$ cat src/rtl/lovr_pkg.sv
package lovr_pkg;

  typedef enum logic [3:0] {
    ST_IDLE,
    ST_POLL,
    ST_RX_RD,
    ST_RX_CLR,
    ST_RX_SET,
    ST_RX_MODE,
    ST_RX_RSTH,
    ST_RX_RSTL,
    ST_SETTLE,
    ST_TX_RD,
    ST_TX_CLR,
    ST_TX_SET,
    ST_TX_ATT,
    ST_DIS_RD,
    ST_DIS_WR
  } step_e;

  typedef enum logic [1:0] {
    REG_TX_STS,
    REG_RX_STS,
    REG_TX_OVR,
    REG_RX_OVR
  } reg_sel_e;

  localparam logic [15:0] OFS_TX_STS = 16'h2001;
  localparam logic [15:0] OFS_RX_STS = 16'h2002;
  localparam logic [15:0] OFS_TX_OVR = 16'h2004;
  localparam logic [15:0] OFS_RX_OVR = 16'h2005;

  localparam int BIT_HALF   = 0;
  localparam int BIT_RX_OWN = 14;
  localparam int BIT_TX_OWN = 15;
  localparam int BIT_DRST   = 11;
  localparam int MODE_LSB   = 8;
  localparam int ATT_LSB    = 10;

endpackage

$ cat src/rtl/lovr_addr_map.sv
module lovr_addr_map
  import lovr_pkg::*;
#(
  parameter int ADDR_W      = 16,
  parameter int LANE_W      = 2,
  parameter int LANE_STRIDE = 'h100
) (
  input  reg_sel_e            sel,
  input  logic [LANE_W-1:0]   lane,
  output logic [ADDR_W-1:0]   addr
);

  logic [ADDR_W-1:0] base;
  logic [ADDR_W-1:0] lane_off;

  always_comb begin
    case (sel)
      REG_TX_STS: base = ADDR_W'(OFS_TX_STS);
      REG_RX_STS: base = ADDR_W'(OFS_RX_STS);
      REG_TX_OVR: base = ADDR_W'(OFS_TX_OVR);
      default:    base = ADDR_W'(OFS_RX_OVR);
    endcase
  end

  assign lane_off = ADDR_W'(lane) * ADDR_W'(LANE_STRIDE);
  assign addr     = base + lane_off;

endmodule

$ cat src/rtl/lovr_counter.sv
module lovr_counter #(
  parameter int W = 8
) (
  input  logic         clk,
  input  logic         rst_n,
  input  logic         clr,
  input  logic         inc,
  output logic [W-1:0] count
);

  always_ff @(posedge clk or negedge rst_n) begin
    if (!rst_n) begin
      count <= '0;
    end else if (clr) begin
      count <= '0;
    end else if (inc) begin
      count <= count + W'(1);
    end
  end

endmodule

$ cat src/rtl/lovr_req_port.sv
module lovr_req_port #(
  parameter int ADDR_W = 16,
  parameter int DATA_W = 16
) (
  input  logic              clk,
  input  logic              rst_n,
  input  logic              issue,
  input  logic              issue_write,
  input  logic [ADDR_W-1:0] issue_addr,
  input  logic [DATA_W-1:0] issue_wdata,
  output logic              req_valid,
  input  logic              req_ready,
  output logic              req_write,
  output logic [ADDR_W-1:0] req_addr,
  output logic [DATA_W-1:0] req_wdata,
  input  logic              rsp_valid,
  output logic              rsp_ready,
  input  logic [DATA_W-1:0] rsp_rdata,
  output logic              ack,
  output logic [DATA_W-1:0] ack_data
);

  logic waiting;

  assign rsp_ready = waiting;

  always_ff @(posedge clk or negedge rst_n) begin
    if (!rst_n) begin
      req_valid <= 1'b0;
      req_write <= 1'b0;
      req_addr  <= '0;
      req_wdata <= '0;
      waiting   <= 1'b0;
      ack       <= 1'b0;
      ack_data  <= '0;
    end else begin
      ack <= 1'b0;
      if (issue) begin
        req_valid <= 1'b1;
        req_write <= issue_write;
        req_addr  <= issue_addr;
        req_wdata <= issue_wdata;
      end else if (req_valid && req_ready) begin
        req_valid <= 1'b0;
        waiting   <= 1'b1;
      end
      if (waiting && rsp_valid) begin
        waiting  <= 1'b0;
        ack      <= 1'b1;
        ack_data <= rsp_rdata;
      end
    end
  end

endmodule

$ cat src/rtl/lovr_step_ctrl.sv
module lovr_step_ctrl
  import lovr_pkg::*;
#(
  parameter int DATA_W        = 16,
  parameter int LANE_W        = 2,
  parameter int MAX_POLL      = 1000,
  parameter int SETTLE_CYCLES = 1500,
  parameter int PW            = 10,
  parameter int SW            = 11
) (
  input  logic              clk,
  input  logic              rst_n,
  input  logic              cmd_start,
  input  logic              cmd_clear,
  input  logic [LANE_W-1:0] lane_in,
  input  logic [2:0]        mode_in,
  input  logic [3:0]        att_in,
  input  logic              ack,
  input  logic [DATA_W-1:0] ack_data,
  input  logic [PW-1:0]     poll_cnt,
  input  logic [SW-1:0]     settle_cnt,
  output logic              poll_clr,
  output logic              poll_inc,
  output logic              settle_clr,
  output logic              settle_inc,
  output logic              issue,
  output logic              issue_write,
  output reg_sel_e          issue_sel,
  output logic [DATA_W-1:0] issue_wdata,
  output logic [LANE_W-1:0] lane_q,
  output logic              busy,
  output logic              done
);

  localparam logic [PW-1:0] POLL_LAST   = PW'(MAX_POLL - 1);
  localparam logic [SW-1:0] SETTLE_LAST = SW'(SETTLE_CYCLES - 1);
  localparam logic [DATA_W-1:0] M_RX_OWN = DATA_W'(1) << BIT_RX_OWN;
  localparam logic [DATA_W-1:0] M_TX_OWN = DATA_W'(1) << BIT_TX_OWN;
  localparam logic [DATA_W-1:0] M_DRST   = DATA_W'(1) << BIT_DRST;
  localparam logic [DATA_W-1:0] M_MODE   = DATA_W'(7) << MODE_LSB;

  step_e             state;
  logic              pending;
  logic              req_state;
  logic [DATA_W-1:0] work;
  logic [2:0]        mode_q;
  logic [3:0]        att_q;

  always_comb begin
    req_state   = 1'b1;
    issue_sel   = REG_RX_STS;
    issue_write = 1'b0;
    issue_wdata = work;
    case (state)
      ST_POLL, ST_RX_RD, ST_DIS_RD: issue_sel = REG_RX_STS;
      ST_RX_CLR, ST_DIS_WR: begin
        issue_sel   = REG_RX_OVR;
        issue_write = 1'b1;
        issue_wdata = work & ~M_RX_OWN;
      end
      ST_RX_SET: begin
        issue_sel   = REG_RX_OVR;
        issue_write = 1'b1;
        issue_wdata = work | M_RX_OWN;
      end
      ST_RX_MODE: begin
        issue_sel   = REG_RX_OVR;
        issue_write = 1'b1;
        issue_wdata = (work & ~M_MODE) | (DATA_W'(mode_q) << MODE_LSB);
      end
      ST_RX_RSTH: begin
        issue_sel   = REG_RX_OVR;
        issue_write = 1'b1;
        issue_wdata = work | M_DRST;
      end
      ST_RX_RSTL: begin
        issue_sel   = REG_RX_OVR;
        issue_write = 1'b1;
        issue_wdata = work & ~M_DRST;
      end
      ST_TX_RD: issue_sel = REG_TX_STS;
      ST_TX_CLR: begin
        issue_sel   = REG_TX_OVR;
        issue_write = 1'b1;
        issue_wdata = work & ~M_TX_OWN;
      end
      ST_TX_SET: begin
        issue_sel   = REG_TX_OVR;
        issue_write = 1'b1;
        issue_wdata = work | M_TX_OWN;
      end
      ST_TX_ATT: begin
        issue_sel   = REG_TX_OVR;
        issue_write = 1'b1;
        issue_wdata = work | (DATA_W'(att_q[2:0]) << ATT_LSB);
      end
      default: req_state = 1'b0;
    endcase
  end

  assign issue      = req_state && !pending;
  assign poll_clr   = (state == ST_IDLE);
  assign poll_inc   = ack && (state == ST_POLL);
  assign settle_clr = (state != ST_SETTLE);
  assign settle_inc = (state == ST_SETTLE);
  assign busy       = (state != ST_IDLE);

  always_ff @(posedge clk or negedge rst_n) begin
    if (!rst_n) begin
      state   <= ST_IDLE;
      pending <= 1'b0;
      work    <= '0;
      mode_q  <= '0;
      att_q   <= '0;
      lane_q  <= '0;
      done    <= 1'b0;
    end else begin
      done <= 1'b0;
      if (issue) pending <= 1'b1;
      case (state)
        ST_IDLE: begin
          if (cmd_start) begin
            lane_q <= lane_in;
            mode_q <= mode_in;
            att_q  <= att_in;
            state  <= ST_POLL;
          end else if (cmd_clear) begin
            lane_q <= lane_in;
            state  <= ST_DIS_RD;
          end
        end
        ST_SETTLE: begin
          if (settle_cnt == SETTLE_LAST) begin
            if (att_q[3]) begin
              state <= ST_IDLE;
              done  <= 1'b1;
            end else begin
              state <= ST_TX_RD;
            end
          end
        end
        default: begin
          if (ack) begin
            pending <= 1'b0;
            work    <= issue_write ? issue_wdata : ack_data;
            case (state)
              ST_POLL:
                if (!(ack_data[BIT_HALF] && (poll_cnt != POLL_LAST)))
                  state <= ST_RX_RD;
              ST_RX_RD:   state <= ST_RX_CLR;
              ST_RX_CLR:  state <= ST_RX_SET;
              ST_RX_SET:  state <= ST_RX_MODE;
              ST_RX_MODE: state <= ST_RX_RSTH;
              ST_RX_RSTH: state <= ST_RX_RSTL;
              ST_RX_RSTL: state <= ST_SETTLE;
              ST_TX_RD:   state <= ST_TX_CLR;
              ST_TX_CLR:  state <= ST_TX_SET;
              ST_TX_SET:  state <= ST_TX_ATT;
              ST_DIS_RD:  state <= ST_DIS_WR;
              default: begin
                state <= ST_IDLE;
                done  <= 1'b1;
              end
            endcase
          end
        end
      endcase
    end
  end

endmodule

$ cat src/rtl/lane_override_seq.sv
module lane_override_seq
  import lovr_pkg::*;
#(
  parameter int LANES         = 4,
  parameter int ADDR_W        = 16,
  parameter int DATA_W        = 16,
  parameter int LANE_STRIDE   = 'h100,
  parameter int MAX_POLL      = 1000,
  parameter int SETTLE_CYCLES = 1500,
  localparam int LANE_W       = (LANES > 1) ? $clog2(LANES) : 1
) (
  input  logic              clk,
  input  logic              rst_n,
  input  logic              ovr_start,
  input  logic              ovr_clear,
  input  logic [LANE_W-1:0] lane_sel,
  input  logic [2:0]        dpll_mode,
  input  logic [3:0]        tx_atten,
  output logic              busy,
  output logic              done,
  output logic              req_valid,
  input  logic              req_ready,
  output logic              req_write,
  output logic [ADDR_W-1:0] req_addr,
  output logic [DATA_W-1:0] req_wdata,
  input  logic              rsp_valid,
  output logic              rsp_ready,
  input  logic [DATA_W-1:0] rsp_rdata
);

  localparam int PW = $clog2(MAX_POLL + 1);
  localparam int SW = $clog2(SETTLE_CYCLES + 1);

  logic              poll_clr, poll_inc, settle_clr, settle_inc;
  logic [PW-1:0]     poll_cnt;
  logic [SW-1:0]     settle_cnt;
  logic              issue, issue_write, ack;
  reg_sel_e          issue_sel;
  logic [DATA_W-1:0] issue_wdata, ack_data;
  logic [LANE_W-1:0] lane_q;
  logic [ADDR_W-1:0] issue_addr;

  lovr_step_ctrl #(
    .DATA_W(DATA_W), .LANE_W(LANE_W), .MAX_POLL(MAX_POLL),
    .SETTLE_CYCLES(SETTLE_CYCLES), .PW(PW), .SW(SW)
  ) u_ctrl (
    .clk(clk), .rst_n(rst_n),
    .cmd_start(ovr_start), .cmd_clear(ovr_clear),
    .lane_in(lane_sel), .mode_in(dpll_mode), .att_in(tx_atten),
    .ack(ack), .ack_data(ack_data),
    .poll_cnt(poll_cnt), .settle_cnt(settle_cnt),
    .poll_clr(poll_clr), .poll_inc(poll_inc),
    .settle_clr(settle_clr), .settle_inc(settle_inc),
    .issue(issue), .issue_write(issue_write), .issue_sel(issue_sel),
    .issue_wdata(issue_wdata), .lane_q(lane_q),
    .busy(busy), .done(done)
  );

  lovr_counter #(.W(PW)) u_poll_cnt (
    .clk(clk), .rst_n(rst_n), .clr(poll_clr), .inc(poll_inc), .count(poll_cnt)
  );

  lovr_counter #(.W(SW)) u_settle_cnt (
    .clk(clk), .rst_n(rst_n), .clr(settle_clr), .inc(settle_inc), .count(settle_cnt)
  );

  lovr_addr_map #(
    .ADDR_W(ADDR_W), .LANE_W(LANE_W), .LANE_STRIDE(LANE_STRIDE)
  ) u_map (
    .sel(issue_sel), .lane(lane_q), .addr(issue_addr)
  );

  lovr_req_port #(.ADDR_W(ADDR_W), .DATA_W(DATA_W)) u_port (
    .clk(clk), .rst_n(rst_n),
    .issue(issue), .issue_write(issue_write),
    .issue_addr(issue_addr), .issue_wdata(issue_wdata),
    .req_valid(req_valid), .req_ready(req_ready), .req_write(req_write),
    .req_addr(req_addr), .req_wdata(req_wdata),
    .rsp_valid(rsp_valid), .rsp_ready(rsp_ready), .rsp_rdata(rsp_rdata),
    .ack(ack), .ack_data(ack_data)
  );

endmodule

$ cat config.mk
export PLATFORM = sky130hd
export DESIGN_NAME = lane_override_seq
export DESIGN_NICKNAME = d
export VERILOG_FILES = /design/src/rtl/lovr_pkg.sv /design/src/rtl/lovr_addr_map.sv /design/src/rtl/lovr_counter.sv /design/src/rtl/lovr_req_port.sv /design/src/rtl/lovr_step_ctrl.sv /design/src/rtl/lane_override_seq.sv
export SDC_FILE = /design/constraint.sdc
export NUM_CORES = 1
export LEC_CHECK = 0
export ABC_AREA = 1
export ABC_CLOCK_PERIOD_IN_PS = 1410
export BUFFER_PORTS_ARGS = -buffer_cell sky130_fd_sc_hd__buf_2
export CAP_MARGIN = 15
export CORE_UTILIZATION = 35
export DETAILED_ROUTE_END_ITERATION = 16
export HOLD_SLACK_MARGIN = 0.15
export SETUP_SLACK_MARGIN = 0.2
export SYNTH_ARGS = -nofsm -noshare
export SYNTH_HDL_FRONTEND = slang
export SYNTH_SLANG_ARGS = --single-unit
$ cat constraint.sdc
create_clock -name clk -period 1.41 [get_ports clk]
set_input_delay 0 -clock clk [delete_from_list [all_inputs] [get_ports clk]]
set_output_delay 0 -clock clk [all_outputs]
set_load 0.05 [all_outputs]
==> reports/results.ini <==
[run_status]
status=complete, but fails checks
violations=setup timing

[timing]
setup_ws_ns=-0.234
hold_violations=0
setup_viol=72
max_freq_ghz=0.608
rsz0062_at_grt=yes
min_period_ns=1.64
fin_crit_sh_pct=117
fin_worst_skew_ns=0.00989
drv_slew=0

[floorplan]
placementRows=40
die_h_um=114
start_util_pct=36.3
die-area_um2=13000
ioPinCount=68
die_w_um=114
core_area_um2=12100

[synthesis]
synth_flop_cell=dfrtp_1
async_reset_ff_share_pct=100
synth.ff_latch_count=94
synth_edf_count=0
synth_cell_types=37
synth_warnings=0
syn_avg_cell_area_um2=8.30
synth_area_um2=4400
synth_cells=530
ys_seq_area_share_pct=53.5

[route]
ant_nets=0
wl_per_cell_um=14.1
vias=4258
drc=0
drt-vias-per-instance=4.77
firstDrtPassIters=5
wl_um=12600
drt-initial-drc-count=262

[worst_setup_path]
worst_r2r_endpoint=u_ctrl.work[12]
rrSetupSlack_ns=-0.23
r2r_start=u_ctrl.state[0]
arrival_ns=1.64
cp_cell_sequence=nor2_4 -> nand2_2 -> buf_6 -> buf_8 -> buf_8
path_class=flip-flop to output port
cp_common_cell=buf_8
start_kind=flip-flop
r2r_cells=8
critPathCaptureType=output port
required_ns=1.41
crit_family=flip-flops
crit_path_max_incr_delay_ns=0.50
cpMaxStageDelayCell=dfrtp_2
path_buf_inv=3
worst-path-max-fanout=6

[hold_path]
hold_class=input pin to async pin

[cells_and_area]
drive_gt1_share_pct=43.8
antennaDiodeCount=0
area_delta_synth_final_pct=60.8
final_cell_mix=nand2_1 (163), dfrtp_1 (89), buf_4 (63)
final_cells=892
final_cell_area_um2=7070
final_common_cell=nand2_1
fin_nets=754
fin_util_pct=58.4

[place]
placedCellCount=804
pre_cts_ws_ns=-0.277
portBuffers=57
hpwl_um=7640
placedInstanceArea_um2=5350
gp_congestion=0.906

[power]
finalPower_mw=15.1
p_leak_nw=3.54
p_comb_share_pct=54.6
clockPowerShare_pct=16.2
switching_share_pct=43.9
sequentialPowerShare_pct=29.2
internal_power_mw=8.50
power_switching_mw=6.64
vdd_drop_max_v=0.00123
p_per_area_nw_per_um2=2140

[global_routing]
overflow=0
grt_pass1_vias=3979
grt_max_degree=62
antenna_found_initial=0
grt_use_total_pct=18.9
grt_pass1_wl_um=19000

[job]
maxCapViolations=0

[clocking]
worstSkewPairLatency_ns=0.35
cts.sinks=94
root_buffer=clkbuf_16
cts_buffers=9
cts_buffer_depth=2
path_clk_slew_ns=0.07
cts_tree=done
cts-htree-levels=3

[timing repair]
action	in CTS	in global routing
pin swaps	28	48
endpoints found under the setup margin	78	90
hold endpoints to repair	121	0
gates cloned	3	4
hold buffers	31	0
gates resized for setup	91	103
setup buffers	17	17
[worst max path at each step]
stage,startpoint,end,slack (ns),depth (start not counted)
3_3_place_gp,u_ctrl.state[1],u_poll_cnt.count[6],-0.22,6
3_5_place_dp,u_ctrl.state[1],u_ctrl.work[0],-0.28,10
5_1_grt,u_ctrl.state[0],u_ctrl.work[12],-0.29,8
6_report,u_ctrl.state[0],busy,-0.23,5
2_1_floorplan,u_ctrl.state[2],u_ctrl.work[0],-0.003,10
4_1_cts,u_ctrl.state[2],u_ctrl.work[0],-0.15,10
[metal layers]
layer / global-route usage (%) / vias up / wire (µm)
li1: - / 2044 / -
met5: 0 / - / 0
met4: 8.31 / 0 / 225
met1: 24.4 / 2064 / 5690
met3: 3.92 / 26 / 487
met2: 30.6 / 124 / 6180
[per-stage QoR]
step	hold slack, ns	TNS (ns)
after global placement	-0.165	-8.91
after detailed placement	-0.165	-10.15
after CTS	0.211	-4.11
after global routing	0.234	-12.93
after floorplan	-0.296	-0.00560
final	0.197	-9.23
[power groups by stage]
stage / combinational, mW / sequential, mW / clock [mW]
3_5_place_dp: 5.76 / 4.37 / 0
3_3_place_gp: 5.71 / 4.34 / 0
5_1_grt: 8.86 / 4.52 / 2.59
4_1_cts: 7.10 / 4.36 / 2.50
6_report: 8.26 / 4.43 / 2.45
2_1_floorplan: 2.92 / 5.32 / 0
[Yosys cell counts, drive strengths merged, types with 5 or more instances]
| library cell | n | share of area, % |
|---|---|---|
| nor2 | 56 | 5.5 |
| a21oi | 15 | 1.7 |
| inv | 50 | 4.3 |
| nor3 | 11 | 1.3 |
| o21ai | 23 | 3.0 |
| mux2 | 7 | 1.8 |
| dfrtp | 94 | 53 |
| buf | 18 | 3.2 |
| nand2 | 200 | 18 |
| nand4 | 5 | 0.71 |
| nand3 | 27 | 3.3 |
[state kept, by name (all words and copies together) (netlist names), 2 cells and up]
name,count
u_ctrl.work,16
u_port.ack_data,16
u_port.req_wdata,16
u_settle_cnt.count,11
u_poll_cnt.count,10
u_port.req_addr,6
u_ctrl.att_q,4
u_ctrl.state,4
u_ctrl.mode_q,3
u_ctrl.lane_q,2
[logic make-up (layout without fill, tap and decap cells)]
kind of cell | Yosys count | after routing | share of synthesized area (%)
muxes | 7 | 7 | 1.79
adders and majority gates | 4 | 4 | 1.14
buffers and inverters | 71 | 255 | 7.74
AOI/OAI and AO/OA | 47 | 47 | 6.06
and+or+nand+nor | 303 | 304 | 29.1
other | 1 | 10 | 0.0853
DFF | 94 | 94 | 53.5
xor gates and xnor gates | 3 | 3 | 0.598
[cell type report]
type                            instances  area (µm²)
Timing Repair inverter                  3        31.3
Clock inverter                          6        70.1
Clock buffer                           10         229
Multi-Input combinational cell        375        2360
Sequential cell                        94        2360
Fill cell                            1041        5040
Tap cell                              168         210
Inverter                               50         231
Timing Repair Buffer                  186        1580
[tightest hold or removal path: stages]
cell and delay (ns):
dlygate4sd3_1 0.52, buf_4 0.13, buf_12 0.28
(Power assumes the default switching activity.)
